<file path="config.mk">
export PLATFORM = sky130hd
export DESIGN_NAME = spi_sel_mgr
export DESIGN_NICKNAME = d
export VERILOG_FILES = /design/src/rtl/spi_sel_pkg.sv /design/src/rtl/spi_sel_sync.sv /design/src/rtl/spi_sel_drive.sv /design/src/rtl/spi_sel_fault.sv /design/src/rtl/spi_sel_mgr.sv
export SDC_FILE = /design/constraint.sdc
export NUM_CORES = 1
export LEC_CHECK = 0
export BUFFER_PORTS_ARGS = -buffer_cell sky130_fd_sc_hd__buf_2
export CAP_MARGIN = 0
export CORE_AREA = 2 2 39 41
export CTS_CLUSTER_DIAMETER = 80
export DETAILED_ROUTE_END_ITERATION = 8
export DIE_AREA = 0 0 41 43
export HOLD_SLACK_MARGIN = 0.08
export PLACE_DENSITY = 0.37
export SYNTH_ARGS = -nofsm -noshare
export SYNTH_HDL_FRONTEND = slang
export SYNTH_SLANG_ARGS = --single-unit
</file>
<file path="constraint.sdc">
create_clock -name clk -period 2.9 [get_ports clk]
set_clock_uncertainty 0.2 [all_clocks]
set_input_delay 0.58 -clock clk [delete_from_list [all_inputs] [get_ports clk]]
set_output_delay 0.58 -clock clk [all_outputs]
set_load 0.005 [all_outputs]
</file>
<file path="src/rtl/spi_sel_pkg.sv">
// Package: shared types for the slave-select manager.
// Assumes: nothing beyond the configuration encoding described in the brief.
package spi_sel_pkg;

    typedef enum logic [1:0] {
        SRC_SOFT  = 2'd0,
        SRC_DRIVE = 2'd1,
        SRC_SENSE = 2'd2
    } sel_src_e;

    // Pick the select source from configuration; the pin driver is only legal for a master.
    function automatic sel_src_e pick_source(input logic sw_sel, input logic pin_drive,
                                             input logic master);
        if (sw_sel)
            return SRC_SOFT;
        else if (pin_drive && master)
            return SRC_DRIVE;
        else
            return SRC_SENSE;
    endfunction

endpackage

</file>
<file path="src/rtl/spi_sel_sync.sv">
// Module: spi_sel_sync
// Multi-stage synchronizer for the slave-select pin input.
// Assumes: STAGES >= 2 (smaller values are raised to 2); resets to RST_VAL.
module spi_sel_sync #(
    parameter int   STAGES  = 2,
    parameter logic RST_VAL = 1'b1
) (
    input  logic clk,
    input  logic rst_n,
    input  logic d,
    output logic q
);
    localparam int N = (STAGES < 2) ? 2 : STAGES;

    logic [N-1:0] stg;

    // Shift the raw level through the flop chain.
    always_ff @(posedge clk) begin
        if (!rst_n)
            stg <= {N{RST_VAL}};
        else
            stg <= {stg[N-2:0], d};
    end

    assign q = stg[N-1];

endmodule

</file>
<file path="src/rtl/spi_sel_drive.sv">
// Module: spi_sel_drive
// Pin output control: enables the pin in drive mode and holds it low from the
// first start strobe until the peripheral is disabled.
// Assumes: src is the decoded select source for the current cycle.
module spi_sel_drive
    import spi_sel_pkg::*;
(
    input  logic     clk,
    input  logic     rst_n,
    input  sel_src_e src,
    input  logic     en,
    input  logic     start,
    output logic     pin_o,
    output logic     pin_oe
);
    logic drv_low;
    logic oe_q;
    logic in_drive;

    assign in_drive = (src == SRC_DRIVE);

    // Register the output enable and the held-low state.
    always_ff @(posedge clk) begin
        if (!rst_n) begin
            oe_q    <= 1'b0;
            drv_low <= 1'b0;
        end else begin
            oe_q    <= in_drive;
            drv_low <= in_drive && en && (drv_low || start);
        end
    end

    assign pin_o  = ~drv_low;
    assign pin_oe = oe_q;

    assert_start_low_R3: assert property (@(posedge clk) disable iff (!rst_n)
        (in_drive && en && start) |=> (!pin_o && pin_oe));

    assert_low_needs_oe_R3: assert property (@(posedge clk) disable iff (!rst_n)
        !pin_o |-> pin_oe);

    assert_hold_low_R4: assert property (@(posedge clk) disable iff (!rst_n)
        (!pin_o && in_drive && en) |=> !pin_o);

    assert_release_R4: assert property (@(posedge clk) disable iff (!rst_n)
        !en |=> pin_o);

endmodule

</file>
<file path="src/rtl/spi_sel_fault.sv">
// Module: spi_sel_fault
// Sticky mode-fault flag for multimaster use: set by a low synchronized pin
// while hardware sense mode, master and enable are all active.
// Assumes: nss_s is already synchronized; a set wins over a same-cycle clear.
module spi_sel_fault (
    input  logic clk,
    input  logic rst_n,
    input  logic sw_sel,
    input  logic pin_drive,
    input  logic master,
    input  logic en,
    input  logic nss_s,
    input  logic clr,
    output logic fault
);
    logic hit;

    assign hit = !sw_sel && !pin_drive && master && en && !nss_s;

    // Hold the flag until cleared; a new hit takes priority.
    always_ff @(posedge clk) begin
        if (!rst_n)
            fault <= 1'b0;
        else
            fault <= hit || (fault && !clr);
    end

    assert_sticky_R8: assert property (@(posedge clk) disable iff (!rst_n)
        (fault && !clr) |=> fault);

    assert_clear_R8: assert property (@(posedge clk) disable iff (!rst_n)
        (fault && clr && nss_s) |=> !fault);

    assert_set_wins_R8: assert property (@(posedge clk) disable iff (!rst_n)
        (clr && hit) |=> fault);

endmodule

</file>
<file path="src/rtl/spi_sel_mgr.sv">
// Module: spi_sel_mgr (top)
// Slave-select manager: chooses the select source (software bit, driven pin,
// or sensed pin), produces the internal active-low select, controls the pin
// and reports mode faults.
// Assumes: configuration inputs are synchronous to clk; nss_i is asynchronous.
module spi_sel_mgr
    import spi_sel_pkg::*;
#(
    parameter int SYNC_STAGES = 2
) (
    input  logic clk,
    input  logic rst_n,
    input  logic cfg_en,
    input  logic cfg_master,
    input  logic cfg_sw_sel,
    input  logic cfg_sw_level,
    input  logic cfg_pin_drive,
    input  logic xfer_start,
    input  logic fault_clr,
    input  logic nss_i,
    output logic nss_o,
    output logic nss_oe,
    output logic sel_n,
    output logic master_eff,
    output logic mode_fault
);
    logic     nss_s;
    logic     sel_q;
    sel_src_e src;

    spi_sel_sync #(.STAGES(SYNC_STAGES), .RST_VAL(1'b1)) u_sync (
        .clk   (clk),
        .rst_n (rst_n),
        .d     (nss_i),
        .q     (nss_s)
    );

    assign master_eff = cfg_master && !mode_fault;
    assign src        = pick_source(cfg_sw_sel, cfg_pin_drive, master_eff);

    spi_sel_drive u_drive (
        .clk    (clk),
        .rst_n  (rst_n),
        .src    (src),
        .en     (cfg_en),
        .start  (xfer_start),
        .pin_o  (nss_o),
        .pin_oe (nss_oe)
    );

    spi_sel_fault u_fault (
        .clk       (clk),
        .rst_n     (rst_n),
        .sw_sel    (cfg_sw_sel),
        .pin_drive (cfg_pin_drive),
        .master    (cfg_master),
        .en        (cfg_en),
        .nss_s     (nss_s),
        .clr       (fault_clr),
        .fault     (mode_fault)
    );

    // Register the internal select from the chosen source.
    always_ff @(posedge clk) begin
        if (!rst_n)
            sel_q <= 1'b1;
        else begin
            case (src)
                SRC_SOFT:  sel_q <= cfg_sw_level;
                SRC_DRIVE: sel_q <= 1'b1;
                default:   sel_q <= nss_s;
            endcase
        end
    end

    assign sel_n = sel_q;

    assert_sw_follow_R1: assert property (@(posedge clk) disable iff (!rst_n)
        cfg_sw_sel |=> (sel_n == $past(cfg_sw_level)));

    assert_sw_float_R1: assert property (@(posedge clk) disable iff (!rst_n)
        cfg_sw_sel |=> !nss_oe);

    assert_sw_nofault_R2: assert property (@(posedge clk) disable iff (!rst_n)
        (cfg_sw_sel && !mode_fault) |=> !mode_fault);

    assert_fault_cfg_R7: assert property (@(posedge clk) disable iff (!rst_n)
        $rose(mode_fault) |-> $past(!cfg_sw_sel && !cfg_pin_drive && cfg_master && cfg_en));

    assert_drive_idle_R9: assert property (@(posedge clk) disable iff (!rst_n)
        (src == SRC_DRIVE) |=> sel_n);

endmodule

</file>
# Word-level counts from Yosys, hierarchy flattened
# Index checks and enable logic that the tools add are counted.
[word_totals]
reg_bits = 6
elab_cells = 27
[classes]
muxes = 3
bitwise = 1
reduce_logical = 17
eq_ne = 1
[ops]
columns = ["op", "n"]
rows = [
  ["logical AND 1 bit", 9],
  ["zero test 1 bit", 5],
  ["2-to-1 mux 2 bit", 2],
  ["== test 2 x 1 -> 1 bit (second input constant)", 1],
  ["zero test 2 bit", 1],
  ["logical OR 1 bit", 2],
  ["case mux 1 bit (2 select lines)", 1],
  ["inverter 1 bit", 1],
]

# Longest topological paths before layout
[logic_depth]
ltp_word = 8
depth_mapped = 2
depth_no_buf = 2

# Cells and area by module
# A second synthesis with hierarchy kept.
[hier_totals]
hier_cells = 22
hier_area_um2 = 259.0
[by_module_without_submodules]
columns = ["module", "cells_each", "n_inst", "seq_area_each_um2", "area_per_inst_um2"]
rows = [
  ["spi_sel_mgr", 8, 1, 20.0, 87.6],
  ["spi_sel_drive", 5, 1, 40.0, 63.8],
  ["spi_sel_fault", 5, 1, 20.0, 55.1],
  ["spi_sel_sync", 4, 1, 40.0, 52.6],
]

# Least setup slack after synthesis
# No wires, ideal clock.
[synth_path]
path_kind = "input to output"
start = "input port cfg_master"
end = "output port master_eff"
n_path_buf = 0
setup_slack_ns = 1.365
arrival_time_ns = 0.755
stages = 1
cell_sequence = "and2b_2"
[synth_between]
elab_chain_cells = 1
[synth_rtl]
columns = ["item", "line_no", "text"]
rows = [
  ["start, declared", "spi_sel_mgr.sv:14", "input logic cfg_master,"],
  ["logical AND 1 bit", "spi_sel_mgr.sv:38", "assign master_eff = cfg_master && !mode_fault;"],
  ["end, declared", "spi_sel_mgr.sv:24", "output logic master_eff,"],
]
# Every way passes these cells.

# Worst setup path after layout
# Ends and elaborated chain as after synthesis.

==> run metrics <==
post-route ant nets 0; area grow syn2layout 49.7%; n_diodes 0; RSZ-0062 raised after global routing false; final setup fails 0; Hold Path Origin u_sync.stg[0]$_SDFF_PN1_; crit path cell chain buf_2 -> and2b_2 -> buf_2; Crit. Startpoint cfg_master; most frequent cells in the layout 14 x buf_2, 6 x dfxtp_1, 3 x clkbuf_4; Synth Area in Adders 0; Iter 0 DRT Violations 2; final hold viol count 0; Crit. End Element primary output; Critical Path Most Common Cell buf_2; largest family of logic cells by synthesized area simple AND/OR/NAND/NOR gates; Critical R2R Capture u_drive.drv_low$_SDFF_PN0_; grt total ovfl 0; initial antenna violation count 0; vias per cell 3.81; Net Count, Synth 31; # Post-CTS Setup Buffers 0; crit-path max cell delay 0.17 ns; DRT Wirelength 468 um; XOR/XNOR Fraction of Synth Area 0; later-pin clock latency in the skew report 0.23 ns; status completed; power per cell area 517 nW/um2; HPWL Detailed 407 um; CTS resizes 0; Reg clk slew, reported paths 0.04 ns; Post-CTS Hold Fix Bufs 0; synthesized instance count 21; worst path arrival time 0.98 ns; gpl congestion 0.585; Inserted Clock Buffers 3; post-layout util 0.245; Netlist cell types 14; row cnt 14; Crit path depth 3; Power Total 0.175 mW; delay-heaviest family, CP buffers and inverters; Achievable Freq 568 MHz; gr usage total 0.0644; static leakage 0.168 nW; Crit Path Class in -> out; DR DRC count 0; IO Count 15; Synth Area in Compound Gates 0.0939; Bufs and invs on worst path 2; Hold Path Class reg -> reg; Worst VDD drop 0.000164 V; first-pass GRT wire length 676 um; Yosys Warn Count 0; Post-Place Setup Slack 1.14 ns; Initial Util 0.164; Worst Setup Start Kind input port; share of layout cells above drive strength 1 0.526; Worst Reg2Reg Path Length in Cells 2; sequential element share of the synthesized area 0.530; measured slew at the worst slew-check pin 0.194 ns; critical path's slowest cell and2b_2; TritonCTS Sinks 6; post-synth top area share 0.530; largest net degree at the start of global routing 8; post-layout min period 1.76 ns; CTS root buffer clkbuf_4; multiplexer area fraction after synthesis 0; non-filler instance count after layout 54; DR WL/cell 8.67 um; Die ar. 1760 um2; syn avg cell area 10.8 um2; most common cell after layout, fill and taps aside buf_2; R2R setup slack 1.88 ns; Synth area leader dfxtp_1; # nets final 50; top cells by area, synth dfxtp_1 53%, or2b_1 6.6%, nor4_2 5.5%; # fillers 154; final worst slack 1.14 ns; Synth Register Bits 6; drt first pass iters 2; Hold Crit Depth 1; worst rel slew slack 0.869; hold-critical path endpoint u_sync.stg[1]$_SDFF_PN1_; cell area after synthesis 226 um2; DR vias 206; Core Region 1380 um2; Horiz. Die Dim 41 um; reg2reg start u_fault.fault$_SDFF_PN0_; period utilisation layout 0.607; CTS tree done; Max Slew Vio Count 0; clk buf depth 2; Die Y 43 um; H-tree depth 1; Setup Total Neg Slack 0 ns; CP Max Fanout 3; simple-gate share of the synthesized area 0.343; IO buf count 14; max-cap violations 0; post-placement cell count 51; required time of the critical path 2.12 ns; vias in the first global route 190
[final cells by class]
| cell class | count | area (um2) | share of cell area |
|---|---|---|---|
| repair buffers | 14 | 70.1 | 0.207 |
| clock buffers | 3 | 22.5 | 0.0664 |
| multi-input cells | 13 | 98.8 | 0.292 |
| flip-flops and latches | 6 | 120 | 0.354 |
| well taps | 16 | 20.0 | 0.0590 |
| inverters | 2 | 7.51 | 0.0221 |
[state kept, by name (all words and copies together), names as in the netlist]
signal / count
u_drive.pin_oe: 1
sel_n: 1
u_sync.stg: 2
u_fault.fault: 1
u_drive.drv_low: 1
[worst max-delay path by stage]
| stage | slack (ns) | to |
|---|---|---|
| floorplan | 1.36 | master_eff |
| global placement | 1.14 | master_eff |
| detailed placement | 1.14 | master_eff |
| CTS | 1.14 | master_eff |
| global route | 1.11 | master_eff |
| finish | 1.14 | master_eff |
[cells in the mapped netlist, drive strengths merged]
cell,count
dfxtp,6
and3b,2
inv,2
or2b,2
a31oi,1
a41o,1
and2b,1
nand3b,1
nor2,1
nor2b,1
nor3,1
nor4,1
o21ai,1
[report_power, final]
part	total, mW	switching (mW)	leakage [nW]	internal [mW]
sequential	0.0860	0.000543	0.0491	0.0854
clock	0.0731	0.0266	0.0138	0.0466
combinational	0.0162	0.00718	0.105	0.00901
[through the flow]
step                      instance area (um2)  hold WS [ns]
after floorplan                           226         0.185
after CTS                                 339         0.206
final                                     339         0.202
after global routing                      339         0.226
after global placement                    317         0.190
after detailed placement                  317         0.196
[logic make-up after synthesis]
family	Yosys count
simple gates	10
flops	6
compound gates	3
buf+inv	2
[routing by layer]
| metal | global-route usage | wire length, um | up-vias |
|---|---|---|---|
| met1 | 0.0421 | 172 | 89 |
| li1 | - | - | 108 |
| met2 | 0.103 | 232 | 9 |
| met5 | 0 | 0 | - |
| met3 | 0.0628 | 64 | 0 |
| met4 | 0.0400 | 0 | 0 |
No activity file was read; power rests on OpenSTA's default activity.
